### src/rtl/ssid_check_pkg.sv
package ssid_check_pkg;

  typedef enum logic [1:0] {
    VERD_PROCEED = 2'd0,
    VERD_SKIP_S1 = 2'd1,
    VERD_FAULT   = 2'd2
  } verdict_e;

  typedef enum logic [1:0] {
    EVT_NONE       = 2'd0,
    EVT_BAD_SUBSTR = 2'd1,
    EVT_STREAM_OFF = 2'd2,
    EVT_ADDR_SIZE  = 2'd3
  } event_e;

  typedef enum logic [1:0] {
    RESP_PASS      = 2'd0,
    RESP_TERMINATE = 2'd1,
    RESP_DENY_CA   = 2'd2,
    RESP_NO_ACCESS = 2'd3
  } resp_e;

  localparam logic [1:0] MODE_DISABLE = 2'b00;
  localparam logic [1:0] MODE_BYPASS  = 2'b01;
  localparam logic [1:0] MODE_ENTRY0  = 2'b10;

  // strobes from control to datapath
  typedef struct packed {
    logic   takeFault;
    logic   takeSkip;
    logic   takeProceed;
    logic   entryZero;
    event_e evt;
  } strobe_t;

  // conditions from datapath to control
  typedef struct packed {
    logic ssidOutOfRange;
    logic ssidZero;
    logic cdMaxZero;
    logic addrTooBig;
  } cond_t;

endpackage

### src/rtl/ssid_check_ctrl.sv
module ssid_check_ctrl
  import ssid_check_pkg::*;
(
  input  logic       ssidPresent,
  input  logic       s1Enable,
  input  logic [1:0] dfltMode,
  input  cond_t      cond,
  output strobe_t    strobe
);

  strobe_t skipOrSize;

  // shared stage-1 bypass outcome: address check decides skip vs fault
  always_comb begin
    skipOrSize = '0;
    if (cond.addrTooBig) begin
      skipOrSize.takeFault = 1'b1;
      skipOrSize.evt       = EVT_ADDR_SIZE;
    end else begin
      skipOrSize.takeSkip  = 1'b1;
      skipOrSize.evt       = EVT_NONE;
    end
  end

  always_comb begin
    strobe = '0;
    strobe.evt = EVT_NONE;
    if (!s1Enable) begin
      if (ssidPresent) begin
        strobe.takeFault = 1'b1;
        strobe.evt       = EVT_BAD_SUBSTR;
      end else begin
        strobe = skipOrSize;
      end
    end else if (ssidPresent) begin
      if (cond.cdMaxZero || cond.ssidOutOfRange) begin
        strobe.takeFault = 1'b1;
        strobe.evt       = EVT_BAD_SUBSTR;
      end else if (dfltMode == MODE_ENTRY0 && cond.ssidZero) begin
        strobe.takeFault = 1'b1;
        strobe.evt       = EVT_STREAM_OFF;
      end else begin
        strobe.takeProceed = 1'b1;
      end
    end else if (cond.cdMaxZero) begin
      strobe.takeProceed = 1'b1;
      strobe.entryZero   = 1'b1;
    end else begin
      unique case (dfltMode)
        MODE_BYPASS: strobe = skipOrSize;
        MODE_ENTRY0: begin
          strobe.takeProceed = 1'b1;
          strobe.entryZero   = 1'b1;
        end
        // MODE_DISABLE and the reserved value 2'b11
        default: begin
          strobe.takeFault = 1'b1;
          strobe.evt       = EVT_STREAM_OFF;
        end
      endcase
    end
  end

endmodule

### src/rtl/ssid_check_dp.sv
module ssid_check_dp
  import ssid_check_pkg::*;
#(
  parameter int SSID_W  = 20,
  parameter int ADDR_W  = 48,
  parameter int CDMAX_W = 5,
  parameter int IAS_W   = 7
) (
  input  logic               clk,
  input  logic               rst_n,
  input  logic               inValid,
  input  logic               isTr,
  input  logic [SSID_W-1:0]  ssid,
  input  logic [CDMAX_W-1:0] cdMax,
  input  logic [ADDR_W-1:0]  addr,
  input  logic [IAS_W-1:0]   ias,
  input  strobe_t            strobe,
  output cond_t              cond,
  output logic               outValid,
  output logic [1:0]         verdict,
  output logic [SSID_W-1:0]  cdIndex,
  output logic [1:0]         eventCode,
  output logic [1:0]         atsResp
);

  localparam logic [SSID_W-1:0] IDX_ZERO = '0;

  logic [SSID_W-1:0] ssidHigh;
  logic [ADDR_W-1:0] addrHigh;

  // shifts past the width yield zero, so oversized sizes never fault
  assign ssidHigh = ssid >> cdMax;
  assign addrHigh = addr >> ias;

  assign cond.ssidOutOfRange = |ssidHigh;
  assign cond.ssidZero       = ~|ssid;
  assign cond.cdMaxZero      = ~|cdMax;
  assign cond.addrTooBig     = |addrHigh;

  verdict_e          verdNext;
  resp_e             respNext;
  logic [SSID_W-1:0] idxNext;

  always_comb begin
    verdNext = VERD_PROCEED;
    if (strobe.takeFault)     verdNext = VERD_FAULT;
    else if (strobe.takeSkip) verdNext = VERD_SKIP_S1;
  end

  always_comb begin
    idxNext = IDX_ZERO;
    if (strobe.takeProceed && !strobe.entryZero) idxNext = ssid;
  end

  always_comb begin
    respNext = RESP_PASS;
    if (strobe.takeFault) begin
      if (!isTr)                         respNext = RESP_TERMINATE;
      else if (strobe.evt == EVT_ADDR_SIZE) respNext = RESP_NO_ACCESS;
      else                               respNext = RESP_DENY_CA;
    end
  end

  always_ff @(posedge clk or negedge rst_n) begin
    if (!rst_n) begin
      outValid  <= 1'b0;
      verdict   <= 2'd0;
      cdIndex   <= '0;
      eventCode <= 2'd0;
      atsResp   <= 2'd0;
    end else begin
      outValid <= inValid;
      if (inValid) begin
        verdict   <= verdNext;
        cdIndex   <= idxNext;
        eventCode <= strobe.evt;
        atsResp   <= respNext;
      end
    end
  end

endmodule

### src/rtl/ssid_check.sv
module ssid_check
  import ssid_check_pkg::*;
#(
  parameter int SSID_W  = 20,
  parameter int ADDR_W  = 48,
  parameter int CDMAX_W = 5,
  parameter int IAS_W   = 7
) (
  input  logic               clk,
  input  logic               rst_n,
  input  logic               inValid,
  input  logic               isTr,
  input  logic               ssidPresent,
  input  logic [SSID_W-1:0]  ssid,
  input  logic               s1Enable,
  input  logic [CDMAX_W-1:0] cdMax,
  input  logic [1:0]         dfltMode,
  input  logic [ADDR_W-1:0]  addr,
  input  logic [IAS_W-1:0]   ias,
  output logic               outValid,
  output logic [1:0]         verdict,
  output logic [SSID_W-1:0]  cdIndex,
  output logic [1:0]         eventCode,
  output logic [1:0]         atsResp
);

  cond_t   cond;
  strobe_t strobe;

  ssid_check_ctrl u_ctrl (
    .ssidPresent (ssidPresent),
    .s1Enable    (s1Enable),
    .dfltMode    (dfltMode),
    .cond        (cond),
    .strobe      (strobe)
  );

  ssid_check_dp #(
    .SSID_W  (SSID_W),
    .ADDR_W  (ADDR_W),
    .CDMAX_W (CDMAX_W),
    .IAS_W   (IAS_W)
  ) u_dp (
    .clk       (clk),
    .rst_n     (rst_n),
    .inValid   (inValid),
    .isTr      (isTr),
    .ssid      (ssid),
    .cdMax     (cdMax),
    .addr      (addr),
    .ias       (ias),
    .strobe    (strobe),
    .cond      (cond),
    .outValid  (outValid),
    .verdict   (verdict),
    .cdIndex   (cdIndex),
    .eventCode (eventCode),
    .atsResp   (atsResp)
  );

endmodule

### config.mk
export PLATFORM = sky130hd
export DESIGN_NAME = ssid_check
export DESIGN_NICKNAME = d
export VERILOG_FILES = /design/src/rtl/ssid_check_pkg.sv /design/src/rtl/ssid_check_ctrl.sv /design/src/rtl/ssid_check_dp.sv /design/src/rtl/ssid_check.sv
export SDC_FILE = /design/constraint.sdc
export NUM_CORES = 1
export LEC_CHECK = 0
export BUFFER_PORTS_ARGS = -buffer_cell sky130_fd_sc_hd__clkbuf_2
export CORE_MARGIN = 1.5
export CORE_UTILIZATION = 50
export CTS_CLUSTER_DIAMETER = 30
export DETAILED_ROUTE_END_ITERATION = 7
export HOLD_SLACK_MARGIN = 0.1
export PLACE_DENSITY_LB_ADDON = 0.2
export SYNTH_ARGS = -nofsm -noshare
export SYNTH_HDL_FRONTEND = slang
export SYNTH_SLANG_ARGS = --single-unit
### constraint.sdc
create_clock -name clk -period 0.98 [get_ports clk]
set_clock_uncertainty 0.05 [all_clocks]
set_input_delay 0.098 -clock clk [delete_from_list [all_inputs] [get_ports clk]]
set_output_delay 0.098 -clock clk [all_outputs]
set_load 0.01 [all_outputs]
==> results of run 1 <==
## stage by stage
stage	setup TNS [ns]	std cells
floorplan	-26.24	348
global placement	-34.56	613
detailed placement	-35.98	613
CTS	-26.27	636
## synthesized netlist by cell type, types with 5 or more instances
master                      count  area [um2]
sky130_fd_sc_hd__dfrtp_1       27         676
sky130_fd_sc_hd__nor3b_1        7        52.6
sky130_fd_sc_hd__o2bb2ai_1     21         184
sky130_fd_sc_hd__a21oi_1       13        65.1
sky130_fd_sc_hd__nor2b_1        8        50.1
sky130_fd_sc_hd__or3_1         11        68.8
sky130_fd_sc_hd__mux2i_1       19         190
sky130_fd_sc_hd__a2111oi_0      6        52.6
sky130_fd_sc_hd__nor2_1        18        67.6
sky130_fd_sc_hd__nor4_1         7        43.8
sky130_fd_sc_hd__o21ai_0       15        75.1
sky130_fd_sc_hd__o31ai_1        5        37.5
sky130_fd_sc_hd__mux4_2        11         248
sky130_fd_sc_hd__mux2_2         6        67.6
sky130_fd_sc_hd__clkbuf_1      10        37.5
sky130_fd_sc_hd__nand2_1       30         113
sky130_fd_sc_hd__nor3_1        18        90.1
sky130_fd_sc_hd__buf_2          6        30.0
sky130_fd_sc_hd__inv_1         13        48.8
sky130_fd_sc_hd__a211oi_1      11        82.6
## cells by family after synthesis
kind of cell	synth area share, %
AND/OR/NAND/NOR	23.7
multiplexers	17.0
buffers and inverters	6.31
flip-flops	22.7
AO/OA/AOI/OAI	30.2
## per-layer routing
layer	GRT usage [%]	GRT overflow
met5	42.7	1
met2	113	179
met1	84.5	2
met3	73.2	3
met4	110	117
## timing repair
item                                    CTS
hold buffers                              3
gates resized for setup                  35
endpoints found under the setup margin   35
endpoints found under the hold margin    30
buffers inserted                         11
pin swaps                                23
gates cloned                              5
==> results_tabular.tex, run 1 <==
\begin{tabular}{lr}
\hline
Metric & Value \\
\hline
\multicolumn{2}{l}{\textbf{Synthesis}} \\
\quad Netlist area before placement & 2970 um2 \\
\quad Count of flip-flops with a built-in enable after synthesis & 0 \\
\quad Number of cells produced by synthesis & 348 \\
\quad Synth warn & 0 \\
\quad Flops \& latches, synth & 27 \\
\quad Mean Syn Cell Area & 8.54 um2 \\
\quad Post-synthesis sequential area ratio & 22.7\% \\
\quad Ys async rst share & 100\% \\
\quad Main flop type after synthesis & sky130\_fd\_sc\_hd\_\_dfrtp\_1 \\
\quad Synth unique cells & 63 \\
\quad Synthesized netlist net count & 436 \\
\multicolumn{2}{l}{\textbf{Status}} \\
\quad Status & aborted with a tool error \\
\quad Error message & [ERROR GRT-0232] Routing congestion too high. Check the congestion heatmap in the GUI. \\
\quad Stage where the flow stopped & 5\_1\_grt \\
\multicolumn{2}{l}{\textbf{Clock tree}} \\
\quad Number of buffers inserted during clock tree synthesis & 3 \\
\quad CTS H-tree depth & 1 \\
\quad Count of clock tree sinks & 27 \\
\quad Root Buffer Master & sky130\_fd\_sc\_hd\_\_clkbuf\_8 \\
\quad Maximum clock insertion buffer count & 2 \\
\multicolumn{2}{l}{\textbf{GRT}} \\
\quad Remaining Overflow, GRT & 302 \\
\quad Largest net degree at the start of global routing & 28 \\
\quad Total routing resource utilization after global routing & 92.6\% \\
\multicolumn{2}{l}{\textbf{Die}} \\
\quad Width of the chip & 80.1 um \\
\quad Initial Utilization & 53.0\% \\
\quad Top Ports & 115 \\
\quad Die height & 80.1 um \\
\quad Count of standard-cell rows & 27 \\
\multicolumn{2}{l}{\textbf{Timing}} \\
\quad Endpoint pin with the least setup slack after global-route repair & u\_dp.atsResp[1]\$\_DFFE\_PN0P\_/D \\
\quad Worst-path end type & sequential cell input \\
\multicolumn{2}{l}{\textbf{Placement}} \\
\quad Area post-placement & 4510 um2 \\
\quad Number of I/O port buffers & 114 \\
\quad Placement Setup Slack & -1.88 ns \\
\quad Post-detailed-placement half-perimeter wirelength & 7950 um \\
\quad Last weighted congestion value of the routability-driven placer & 0.971 \\
\hline
\end{tabular}
==> run 2: changes to the inputs <==
--- a/config.mk
+++ b/config.mk
@@ -7,11 +7,9 @@
 export LEC_CHECK = 0
 export BUFFER_PORTS_ARGS = -buffer_cell sky130_fd_sc_hd__clkbuf_2
 export CORE_MARGIN = 1.5
-export CORE_UTILIZATION = 50
-export CTS_CLUSTER_DIAMETER = 30
+export CORE_UTILIZATION = 40
 export DETAILED_ROUTE_END_ITERATION = 7
-export HOLD_SLACK_MARGIN = 0.1
-export PLACE_DENSITY_LB_ADDON = 0.2
+export PLACE_DENSITY_LB_ADDON = 0.15
 export SYNTH_ARGS = -nofsm -noshare
 export SYNTH_HDL_FRONTEND = slang
 export SYNTH_SLANG_ARGS = --single-unit
==> run 2 against run 1 <==
  * The flow now finishes, with violations (negative setup slack)
  * Synthesized area is the same
  * Synthesized cell count is the same
==> results_tabular.tex, run 2 <==
\begin{tabular}{lr}
\hline
Metric & Value \\
\hline
\multicolumn{2}{l}{\textbf{Clock tree}} \\
\quad CTS tree & built \\
\quad Count of clock tree sinks & 27 (unchanged) \\
\quad Root Buffer Master & sky130\_fd\_sc\_hd\_\_clkbuf\_8 (unchanged) \\
\quad Clock-pin slew on the worst setup and hold paths & 0.09 ns \\
\quad Maximum clock insertion buffer count & 2 (unchanged) \\
\quad CTS H-tree depth & 1 (unchanged) \\
\quad Clock latency of the later-clocked register in the worst-skew pair & 0.27 ns \\
\quad Number of buffers inserted during clock tree synthesis & 3 (unchanged) \\
\multicolumn{2}{l}{\textbf{Synthesis}} \\
\quad Most area-hungry cell type in the Yosys netlist & sky130\_fd\_sc\_hd\_\_dfrtp\_1 (unchanged) \\
\quad Yosys top cell area share & 22.7\% (unchanged) \\
\quad Ys async rst share & 100\% (unchanged) \\
\quad Most instantiated library cell after synthesis & sky130\_fd\_sc\_hd\_\_nand2\_1 (unchanged) \\
\quad Mean Syn Cell Area & 8.54 um2 (unchanged) \\
\quad Synthesized netlist net count & 436 (unchanged) \\
\quad Synth unique cells & 63 (unchanged) \\
\quad Netlist area before placement & 2970 um2 (unchanged) \\
\quad Synth area leaders & sky130\_fd\_sc\_hd\_\_dfrtp\_1, sky130\_fd\_sc\_hd\_\_mux4\_2, sky130\_fd\_sc\_hd\_\_mux2i\_1 (unchanged) \\
\quad Synth warn & 0 (unchanged) \\
\quad Count of flip-flops with a built-in enable after synthesis & 0 (unchanged) \\
\quad Post-synthesis sequential area ratio & 22.7\% (unchanged) \\
\quad Number of cells produced by synthesis & 348 (unchanged) \\
\quad Flops \& latches, synth & 27 (unchanged) \\
\quad Commonest cells post-synth & sky130\_fd\_sc\_hd\_\_nand2\_1, sky130\_fd\_sc\_hd\_\_dfrtp\_1, sky130\_fd\_sc\_hd\_\_o2bb2ai\_1, sky130\_fd\_sc\_hd\_\_mux2i\_1 (unchanged) \\
\quad Main flop type after synthesis & sky130\_fd\_sc\_hd\_\_dfrtp\_1 (unchanged) \\
\multicolumn{2}{l}{\textbf{Detailed routing}} \\
\quad Post-detailed-route count of antenna-violating nets & 0 \\
\quad Routed via count & 3956 \\
\quad Number of design rule violations left after detail routing & 0 \\
\quad DRT iter0 DRCs & 225 \\
\quad WL/cell & 17.5 um \\
\quad Aggregate routed wire length & 11800 um \\
\quad Pre-Repair DR Iteration Count & 5 \\
\quad Detail-routed via count per cell & 5.85 \\
\multicolumn{2}{l}{\textbf{GRT}} \\
\quad Largest net degree at the start of global routing & 28 \\
\quad Wire length of the first global-routing pass & 16900 um \\
\quad Remaining Overflow, GRT & 0 \\
\quad Total routing resource utilization after global routing & 26.9\% \\
\quad Number of antenna violations at the first check in global routing & 0 \\
\quad Vias in the first global route & 3574 \\
\multicolumn{2}{l}{\textbf{Die}} \\
\quad Area of the placeable core & 7210 um2 \\
\quad Width of the chip & 89.2 um (was 80.1 um) \\
\quad Die Area & 7960 um2 \\
\quad Die height & 89.2 um (was 80.1 um) \\
\quad Initial Utilization & 41.2\% (was 53.0\%) \\
\quad Count of standard-cell rows & 31 (was 27) \\
\quad Top Ports & 115 (unchanged) \\
\multicolumn{2}{l}{\textbf{Finish}} \\
\quad Fraction of final layout cells with drive strength greater than 1 & 58.4\% \\
\quad Share of the core filled with cells in the final layout & 75.4\% \\
\quad \# fillers & 519 \\
\quad Final Instance Count excl. Fillers & 676 \\
\quad Number of flip-flops under the largest register name & 20 \\
\quad Area growth from synthesis to layout & 83.0\% \\
\quad Most used cells in the layout excluding fill and tap cells & sky130\_fd\_sc\_hd\_\_buf\_4, sky130\_fd\_sc\_hd\_\_clkbuf\_2, sky130\_fd\_sc\_hd\_\_nand2\_1, sky130\_fd\_sc\_hd\_\_dfrtp\_1, sky130\_fd\_sc\_hd\_\_nor2\_1 \\
\quad Finished Cell Area & 5440 um2 \\
\quad Antenna diodes & 0 \\
\quad Register with the most flip-flops & u\_dp.cdIndex \\
\quad Number of nets in the layout & 666 \\
\quad Leading cell type in the layout, fill and taps excluded & sky130\_fd\_sc\_hd\_\_buf\_4 \\
\multicolumn{2}{l}{\textbf{Timing}} \\
\quad Worst Slack Setup Final & -1.45 ns \\
\quad Final setup viols & 28 \\
\quad Final critical delay including setup and external delays & 2.43 ns \\
\quad Fmax & 411 MHz \\
\quad Final Hold Slack & 0.0298 ns \\
\quad Worst-case headroom to the max-slew limit & 70.0\% \\
\quad Slew at the pin closest to its max-slew limit & 0.444 ns \\
\quad Period utilization & 248\% \\
\quad Final Max Slew Viols & 0 \\
\quad Fin. Hold Viols & 0 \\
\quad RSZ-0062 raised after global routing & yes \\
\quad Final total negative setup slack & -29.88 ns \\
\multicolumn{2}{l}{\textbf{Pwr}} \\
\quad Maximum resistive drop on vdd & 0.817 mV \\
\quad Cell Pwr Density & 700 nW/um2 \\
\quad Leakage & 2.42 nW \\
\quad Total Power & 3.81 mW \\
\multicolumn{2}{l}{\textbf{Placement}} \\
\quad Cell total after placement & 641 (was 613) \\
\quad Number of I/O port buffers & 114 (unchanged) \\
\quad Last weighted congestion value of the routability-driven placer & 0.897 (was 0.971) \\
\quad Area post-placement & 4550 um2 (was 4510 um2) \\
\quad Placement Setup Slack & -1.93 ns (was -1.88 ns) \\
\quad Post-detailed-placement half-perimeter wirelength & 8010 um (was 7950 um) \\
\multicolumn{2}{l}{\textbf{Setup path}} \\
\quad Endpoint required time on the critical path & 1.10 ns \\
\quad Crit path arrival time & 2.55 ns \\
\quad Cell-by-cell trace of the critical path & clkbuf\_16 -> buf\_16 -> or3\_4 -> buf\_4 -> a211oi\_2 -> o221ai\_2 -> a22oi\_2 -> buf\_4 -> a211o\_1 -> a211oi\_2 -> a211oi\_4 -> a31oi\_4 -> a22o\_1 \\
\quad Family with the most delay on the worst path & compound AO/OA/AOI/OAI gates \\
\quad Max stage delay cell, worst path & sky130\_fd\_sc\_hd\_\_a211oi\_4 \\
\quad Critical Path Fanout Max & 8 \\
\quad Type of element capturing the critical path & flip-flop \\
\quad Type of the worst setup path & in -> reg \\
\quad Kind of start point of the critical path & input pin \\
\quad Critical path's largest stage delay & 0.37 ns \\
\quad Number of buffers and inverters on the critical path & 4 \\
\multicolumn{2}{l}{\textbf{Status}} \\
\quad Status & finished, violations left (was aborted with a tool error) \\
\quad Violations in the final reports & negative setup slack \\
\multicolumn{2}{l}{\textbf{Min path}} \\
\quad Class of the tightest hold or removal check & in -> reg \\
\multicolumn{2}{l}{\textbf{Run}} \\
\quad Max-cap violation count & 0 \\
\hline
\end{tabular}
run 2: cell counts after synthesis:
No cell type changed its count.
run 2: what timing repair did:
item	4_1_cts	5_1_grt
endpoints found under the setup margin	26	44
gates cloned	5	1
resized for setup	46	36
setup buffers	9	15
endpoints found under the hold margin	28	0
hold buffers	2	0
pin swaps	34	24
run 2: cell families after synthesis:
logic type | Yosys count | share of synthesized area [%]
DFF | 27 | 22.7
buffers and inverters | 38 | 6.31
AOI/OAI and AO/OA | 117 | 30.2
and+or+nand+nor | 130 | 23.7
muxes | 36 | 17.0
run 2: final timing paths:
path                       depth (start not counted)             from  slack, ns              end
max                                               13           ias[1]      -1.45  u_dp.atsResp[0]
min                                                2             isTr       0.03  u_dp.atsResp[1]
max reg2reg                                        2  u_dp.verdict[1]       0.11  u_dp.verdict[1]
min reg2reg                                        1  u_dp.cdIndex[2]       0.45  u_dp.cdIndex[2]
max in group asynchronous                          3            rst_n       0.29  u_dp.cdIndex[8]
min in group asynchronous                          3            rst_n       0.32  u_dp.cdIndex[2]
run 2: final cells by class:
cell class	count	area, um2	share of cell area (%)
flip-flops and latches	27	676	12.4
inverters	15	56.3	1.04
repair buffers	248	1830	33.7
multi-input cells	283	2700	49.7
clock buffers	4	45.0	0.828
well taps	99	124	2.28
run 2: metal layers:
| layer | GRT usage, % | up-vias | part of all wire [%] | wire [um] |
|---|---|---|---|---|
| met4 | 5.87 | 0 | 1.3 | 152 |
| met1 | 37.4 | 1926 | 43 | 5130 |
| met5 | 0 | - | 0 | 0 |
| li1 | - | 1847 | - | - |
| met3 | 2.86 | 18 | 6.0 | 704 |
| met2 | 45.4 | 165 | 49 | 5830 |
run 2: power breakdown:
| group | switching (mW) | total, mW | internal [mW] | leakage (nW) |
|---|---|---|---|---|
| Clock | 0.339 | 0.630 | 0.291 | 0.0228 |
| Sequential | 0.0449 | 1.22 | 1.17 | 0.362 |
| Combinational | 0.950 | 1.96 | 1.01 | 2.03 |
No activity file was read; power rests on OpenSTA's default activity.
==> run 3: changes to the inputs <==
--- a/config.mk
+++ b/config.mk
@@ -5,6 +5,7 @@
 export SDC_FILE = /design/constraint.sdc
 export NUM_CORES = 1
 export LEC_CHECK = 0
+export ABC_AREA = 1
 export BUFFER_PORTS_ARGS = -buffer_cell sky130_fd_sc_hd__clkbuf_2
 export CORE_MARGIN = 1.5
 export CORE_UTILIZATION = 40
==> run 3 against run 2 <==
  * The flow still finishes with violations (negative setup slack)
  * Sequential share of layout area shrank 1.4 points
  * Worst hold slack lost 0.020 ns
  * Setup slack gained 0.50 ns
  * Routed wire length grew 27%
  * Utilization shrank 8.9 points
  * Register-to-register slack gained 0.06 ns
  * Power grew 19%
  * Die area grew 26%
  * Combinational power grew 35%
  * Synthesized area grew 27%
  * Critical endpoint is now u_dp.eventCode[1]
==> results_tabular.tex, run 3 <==
\begin{tabular}{lr}
\hline
Metric & Value \\
\hline
\multicolumn{2}{l}{\textbf{Setup path}} \\
\quad Reg-to-reg critical path startpoint & u\_dp.cdIndex[1] (was u\_dp.verdict[1]) \\
\quad Type of element capturing the critical path & flip-flop (unchanged) \\
\quad Endpoint required time on the critical path & 1.10 ns (about the same) \\
\quad Crit path arrival time & 2.05 ns (was 2.55 ns) \\
\quad Setup crit start & ias[0] (was ias[1]) \\
\quad Critical Path Fanout Max & 7 (was 8) \\
\quad Number of buffers and inverters on the critical path & 6 (was 4) \\
\quad Type of the worst setup path & in -> reg (unchanged) \\
\quad Kind of start point of the critical path & input pin (unchanged) \\
\quad Cell-by-cell trace of the critical path & clkbuf\_16 -> inv\_16 -> clkbuf\_16 -> nand2\_2 -> nand3\_2 -> nand3\_1 -> nand3\_1 -> nand2\_1 -> inv\_1 -> nor2\_2 -> nand3\_2 -> nor2\_4 -> nor2\_1 -> nand2\_1 -> nand2\_1 -> nand2\_2 -> nand4\_1 -> nand3\_2 -> buf\_6 -> buf\_6 -> a31oi\_4 (was clkbuf\_16 -> buf\_16 -> or3\_4 -> buf\_4 -> a211oi\_2 -> o221ai\_2 -> a22oi\_2 -> buf\_4 -> a211o\_1 -> a211oi\_2 -> a211oi\_4 -> a31oi\_4 -> a22o\_1) \\
\quad Family with the most delay on the worst path & simple AND/OR/NAND/NOR gates (was compound AO/OA/AOI/OAI gates) \\
\quad Max stage delay cell, worst path & sky130\_fd\_sc\_hd\_\_clkbuf\_16 (was sky130\_fd\_sc\_hd\_\_a211oi\_4) \\
\quad Critical path's largest stage delay & 0.17 ns (was 0.37 ns) \\
\multicolumn{2}{l}{\textbf{Timing}} \\
\quad Period utilization & 197\% (was 248\%) \\
\quad Fmax & 518 MHz (was 411 MHz) \\
\quad Worst Slack Setup Final & -0.950 ns (was -1.45 ns) \\
\quad Slew at the pin closest to its max-slew limit & 0.392 ns (was 0.444 ns) \\
\quad Worst-case headroom to the max-slew limit & 73.7\% (was 70.0\%) \\
\quad Final Max Slew Viols & 0 (unchanged) \\
\quad Final setup viols & 28 (unchanged) \\
\quad Final Hold Slack & 0.00989 ns (was 0.0298 ns) \\
\quad Final total negative setup slack & -15.45 ns (was -29.88 ns) \\
\quad Final critical delay including setup and external delays & 1.93 ns (was 2.43 ns) \\
\quad Fin. Hold Viols & 0 (unchanged) \\
\quad RSZ-0062 raised after global routing & yes (unchanged) \\
\multicolumn{2}{l}{\textbf{Run}} \\
\quad Max-cap violation count & 0 (unchanged) \\
\multicolumn{2}{l}{\textbf{Detailed routing}} \\
\quad WL/cell & 15.1 um (was 17.5 um) \\
\quad Detail-routed via count per cell & 5.62 (was 5.85) \\
\quad Aggregate routed wire length & 15000 um (was 11800 um) \\
\quad Post-detailed-route count of antenna-violating nets & 0 (unchanged) \\
\quad Pre-Repair DR Iteration Count & 7 (was 5) \\
\quad Routed via count & 5565 (was 3956) \\
\quad DRT iter0 DRCs & 453 (was 225) \\
\quad Number of design rule violations left after detail routing & 0 (unchanged) \\
\multicolumn{2}{l}{\textbf{Pwr}} \\
\quad Total Power & 4.53 mW (was 3.81 mW) \\
\quad Leakage & 3.27 nW (was 2.42 nW) \\
\quad Cell Pwr Density & 740 nW/um2 (was 700 nW/um2) \\
\quad Maximum resistive drop on vdd & 0.536 mV (was 0.817 mV) \\
\multicolumn{2}{l}{\textbf{Finish}} \\
\quad Final Instance Count excl. Fillers & 990 (was 676) \\
\quad Antenna diodes & 0 (unchanged) \\
\quad Most used cells in the layout excluding fill and tap cells & sky130\_fd\_sc\_hd\_\_nand2\_1, sky130\_fd\_sc\_hd\_\_clkbuf\_2, sky130\_fd\_sc\_hd\_\_nand3\_1, sky130\_fd\_sc\_hd\_\_nand2\_2, sky130\_fd\_sc\_hd\_\_nand3\_2 (was sky130\_fd\_sc\_hd\_\_buf\_4, sky130\_fd\_sc\_hd\_\_clkbuf\_2, sky130\_fd\_sc\_hd\_\_nand2\_1, sky130\_fd\_sc\_hd\_\_dfrtp\_1, sky130\_fd\_sc\_hd\_\_nor2\_1) \\
\quad Number of nets in the layout & 968 (was 666) \\
\quad Number of flip-flops under the largest register name & 20 (unchanged) \\
\quad Area growth from synthesis to layout & 61.6\% (was 83.0\%) \\
\quad Register with the most flip-flops & u\_dp.cdIndex (unchanged) \\
\quad Share of the core filled with cells in the final layout & 66.5\% (was 75.4\%) \\
\quad Finished Cell Area & 6120 um2 (was 5440 um2) \\
\quad Fraction of final layout cells with drive strength greater than 1 & 43.3\% (was 58.4\%) \\
\quad Leading cell type in the layout, fill and taps excluded & sky130\_fd\_sc\_hd\_\_nand2\_1 (was sky130\_fd\_sc\_hd\_\_buf\_4) \\
\quad \# fillers & 856 (was 519) \\
\multicolumn{2}{l}{\textbf{Synthesis}} \\
\quad Flops \& latches, synth & 27 (unchanged) \\
\quad Synthesized netlist net count & 805 (was 436) \\
\quad Most area-hungry cell type in the Yosys netlist & sky130\_fd\_sc\_hd\_\_nand2\_1 (was sky130\_fd\_sc\_hd\_\_dfrtp\_1) \\
\quad Number of cells produced by synthesis & 717 (was 348) \\
\quad Synth unique cells & 29 (was 63) \\
\quad Synth warn & 0 (unchanged) \\
\quad Ys async rst share & 100\% (unchanged) \\
\quad Mean Syn Cell Area & 5.28 um2 (was 8.54 um2) \\
\quad Post-synthesis sequential area ratio & 17.9\% (was 22.7\%) \\
\quad Commonest cells post-synth & sky130\_fd\_sc\_hd\_\_nand2\_1, sky130\_fd\_sc\_hd\_\_nand3\_1, sky130\_fd\_sc\_hd\_\_inv\_1, sky130\_fd\_sc\_hd\_\_nor2\_1, sky130\_fd\_sc\_hd\_\_dfrtp\_1 (was sky130\_fd\_sc\_hd\_\_nand2\_1, sky130\_fd\_sc\_hd\_\_dfrtp\_1, sky130\_fd\_sc\_hd\_\_o2bb2ai\_1, sky130\_fd\_sc\_hd\_\_mux2i\_1) \\
\quad Most instantiated library cell after synthesis & sky130\_fd\_sc\_hd\_\_nand2\_1 (unchanged) \\
\quad Yosys top cell area share & 32.8\% (was 22.7\%) \\
\quad Main flop type after synthesis & sky130\_fd\_sc\_hd\_\_dfrtp\_1 (unchanged) \\
\quad Synth area leaders & sky130\_fd\_sc\_hd\_\_nand2\_1, sky130\_fd\_sc\_hd\_\_nand3\_1, sky130\_fd\_sc\_hd\_\_dfrtp\_1 (was sky130\_fd\_sc\_hd\_\_dfrtp\_1, sky130\_fd\_sc\_hd\_\_mux4\_2, sky130\_fd\_sc\_hd\_\_mux2i\_1) \\
\quad Count of flip-flops with a built-in enable after synthesis & 0 (unchanged) \\
\quad Netlist area before placement & 3780 um2 (was 2970 um2) \\
\multicolumn{2}{l}{\textbf{Placement}} \\
\quad Cell total after placement & 958 (was 641) \\
\quad Post-detailed-placement half-perimeter wirelength & 9720 um (was 8010 um) \\
\quad Placement Setup Slack & -1.24 ns (was -1.93 ns) \\
\quad Area post-placement & 4840 um2 (was 4550 um2) \\
\quad Last weighted congestion value of the routability-driven placer & 0.933 (was 0.897) \\
\quad Number of I/O port buffers & 114 (unchanged) \\
\multicolumn{2}{l}{\textbf{Clock tree}} \\
\quad Root Buffer Master & sky130\_fd\_sc\_hd\_\_clkbuf\_8 (unchanged) \\
\quad Clock-pin slew on the worst setup and hold paths & 0.10 ns (was 0.09 ns) \\
\quad CTS tree & built (unchanged) \\
\quad Clock latency of the later-clocked register in the worst-skew pair & 0.28 ns (was 0.27 ns) \\
\quad CTS H-tree depth & 1 (unchanged) \\
\quad Number of buffers inserted during clock tree synthesis & 3 (unchanged) \\
\quad Maximum clock insertion buffer count & 2 (unchanged) \\
\quad Count of clock tree sinks & 27 (unchanged) \\
\multicolumn{2}{l}{\textbf{Die}} \\
\quad Top Ports & 115 (unchanged) \\
\quad Area of the placeable core & 9200 um2 (was 7210 um2) \\
\quad Initial Utilization & 41.2\% (about the same) \\
\quad Count of standard-cell rows & 35 (was 31) \\
\quad Die height & 100 um (was 89.2 um) \\
\quad Die Area & 10100 um2 (was 7960 um2) \\
\quad Width of the chip & 100 um (was 89.2 um) \\
\multicolumn{2}{l}{\textbf{Min path}} \\
\quad Class of the tightest hold or removal check & in -> reg (unchanged) \\
\quad Worst hold start & isTr (unchanged) \\
\multicolumn{2}{l}{\textbf{GRT}} \\
\quad Wire length of the first global-routing pass & 22500 um (was 16900 um) \\
\quad Total routing resource utilization after global routing & 27.4\% (was 26.9\%) \\
\quad Number of antenna violations at the first check in global routing & 0 (unchanged) \\
\quad Largest net degree at the start of global routing & 44 (was 28) \\
\quad Vias in the first global route & 4908 (was 3574) \\
\quad Remaining Overflow, GRT & 0 (unchanged) \\
\multicolumn{2}{l}{\textbf{Status}} \\
\quad Violations in the final reports & negative setup slack (unchanged) \\
\quad Status & finished, violations left (unchanged) \\
\hline
\end{tabular}
==> run 3: cell type report <==
| type | instances | area [um2] | area share [%] |
|---|---|---|---|
| clock buffer | 3 | 41.3 | 0.675 |
| clock inverter | 1 | 7.51 | 0.123 |
| inverter | 40 | 183 | 2.99 |
| multi-input combinational | 607 | 3350 | 54.8 |
| sequential | 27 | 676 | 11.0 |
| tap | 111 | 139 | 2.27 |
| timing repair buffer | 200 | 1710 | 28.0 |
| timing repair inverter | 1 | 5.00 | 0.0818 |
==> run 3: cell families (layout without fill, tap and decap cells) <==
logic type,after synthesis,after routing,synth area share (%)
muxes,1,1,0.264
AOI/OAI and AO/OA,64,64,10.1
buffers and inverters,83,245,11.0
DFF,27,27,17.9
and+or+nand+nor,542,542,60.7
==> run 3: what timing repair did <==
action                                  CTS  global route
hold buffers                              1             0
resized for setup                        78           137
endpoints found under the hold margin    27             0
cloned                                    8             4
pin swaps                                20            24
endpoints found under the setup margin   31            50
buffers inserted                          4            11
==> run 3: where the power goes <==
| part | internal, mW | switching (mW) | total, mW |
|---|---|---|---|
| sequential | 1.17 | 0.0394 | 1.21 |
| clock | 0.290 | 0.376 | 0.666 |
| combinational | 1.14 | 1.51 | 2.65 |
==> run 3: worst paths after layout <==
kind	to	slack, ns	cells after the start
worst max-delay path	u_dp.eventCode[1]	-0.95	21
worst min-delay path	u_dp.atsResp[1]	0.01	3
worst max register to register	u_dp.cdIndex[1]	0.17	3
worst min register to register	u_dp.cdIndex[18]	0.44	2
max in group asynchronous	u_dp.cdIndex[10]	0.32	3
min in group asynchronous	u_dp.cdIndex[16]	0.29	3
==> run 3: layer usage <==
layer / GRT usage, % / share of wire [%] / vias up
met5: 0 / 0 / -
met4: 7.58 / 2.4 / 0
met3: 3.06 / 6.8 / 46
met2: 44.1 / 47 / 271
met1: 38.6 / 43 / 2533
li1: - / - / 2715
==> run 3: worst reg2reg max path, stage by stage, from the launching register on <==
cell,delay [ns]
sky130_fd_sc_hd__dfrtp_1,0.39
sky130_fd_sc_hd__buf_4,0.13
sky130_fd_sc_hd__nand2_1,0.07
sky130_fd_sc_hd__o31ai_2,0.06
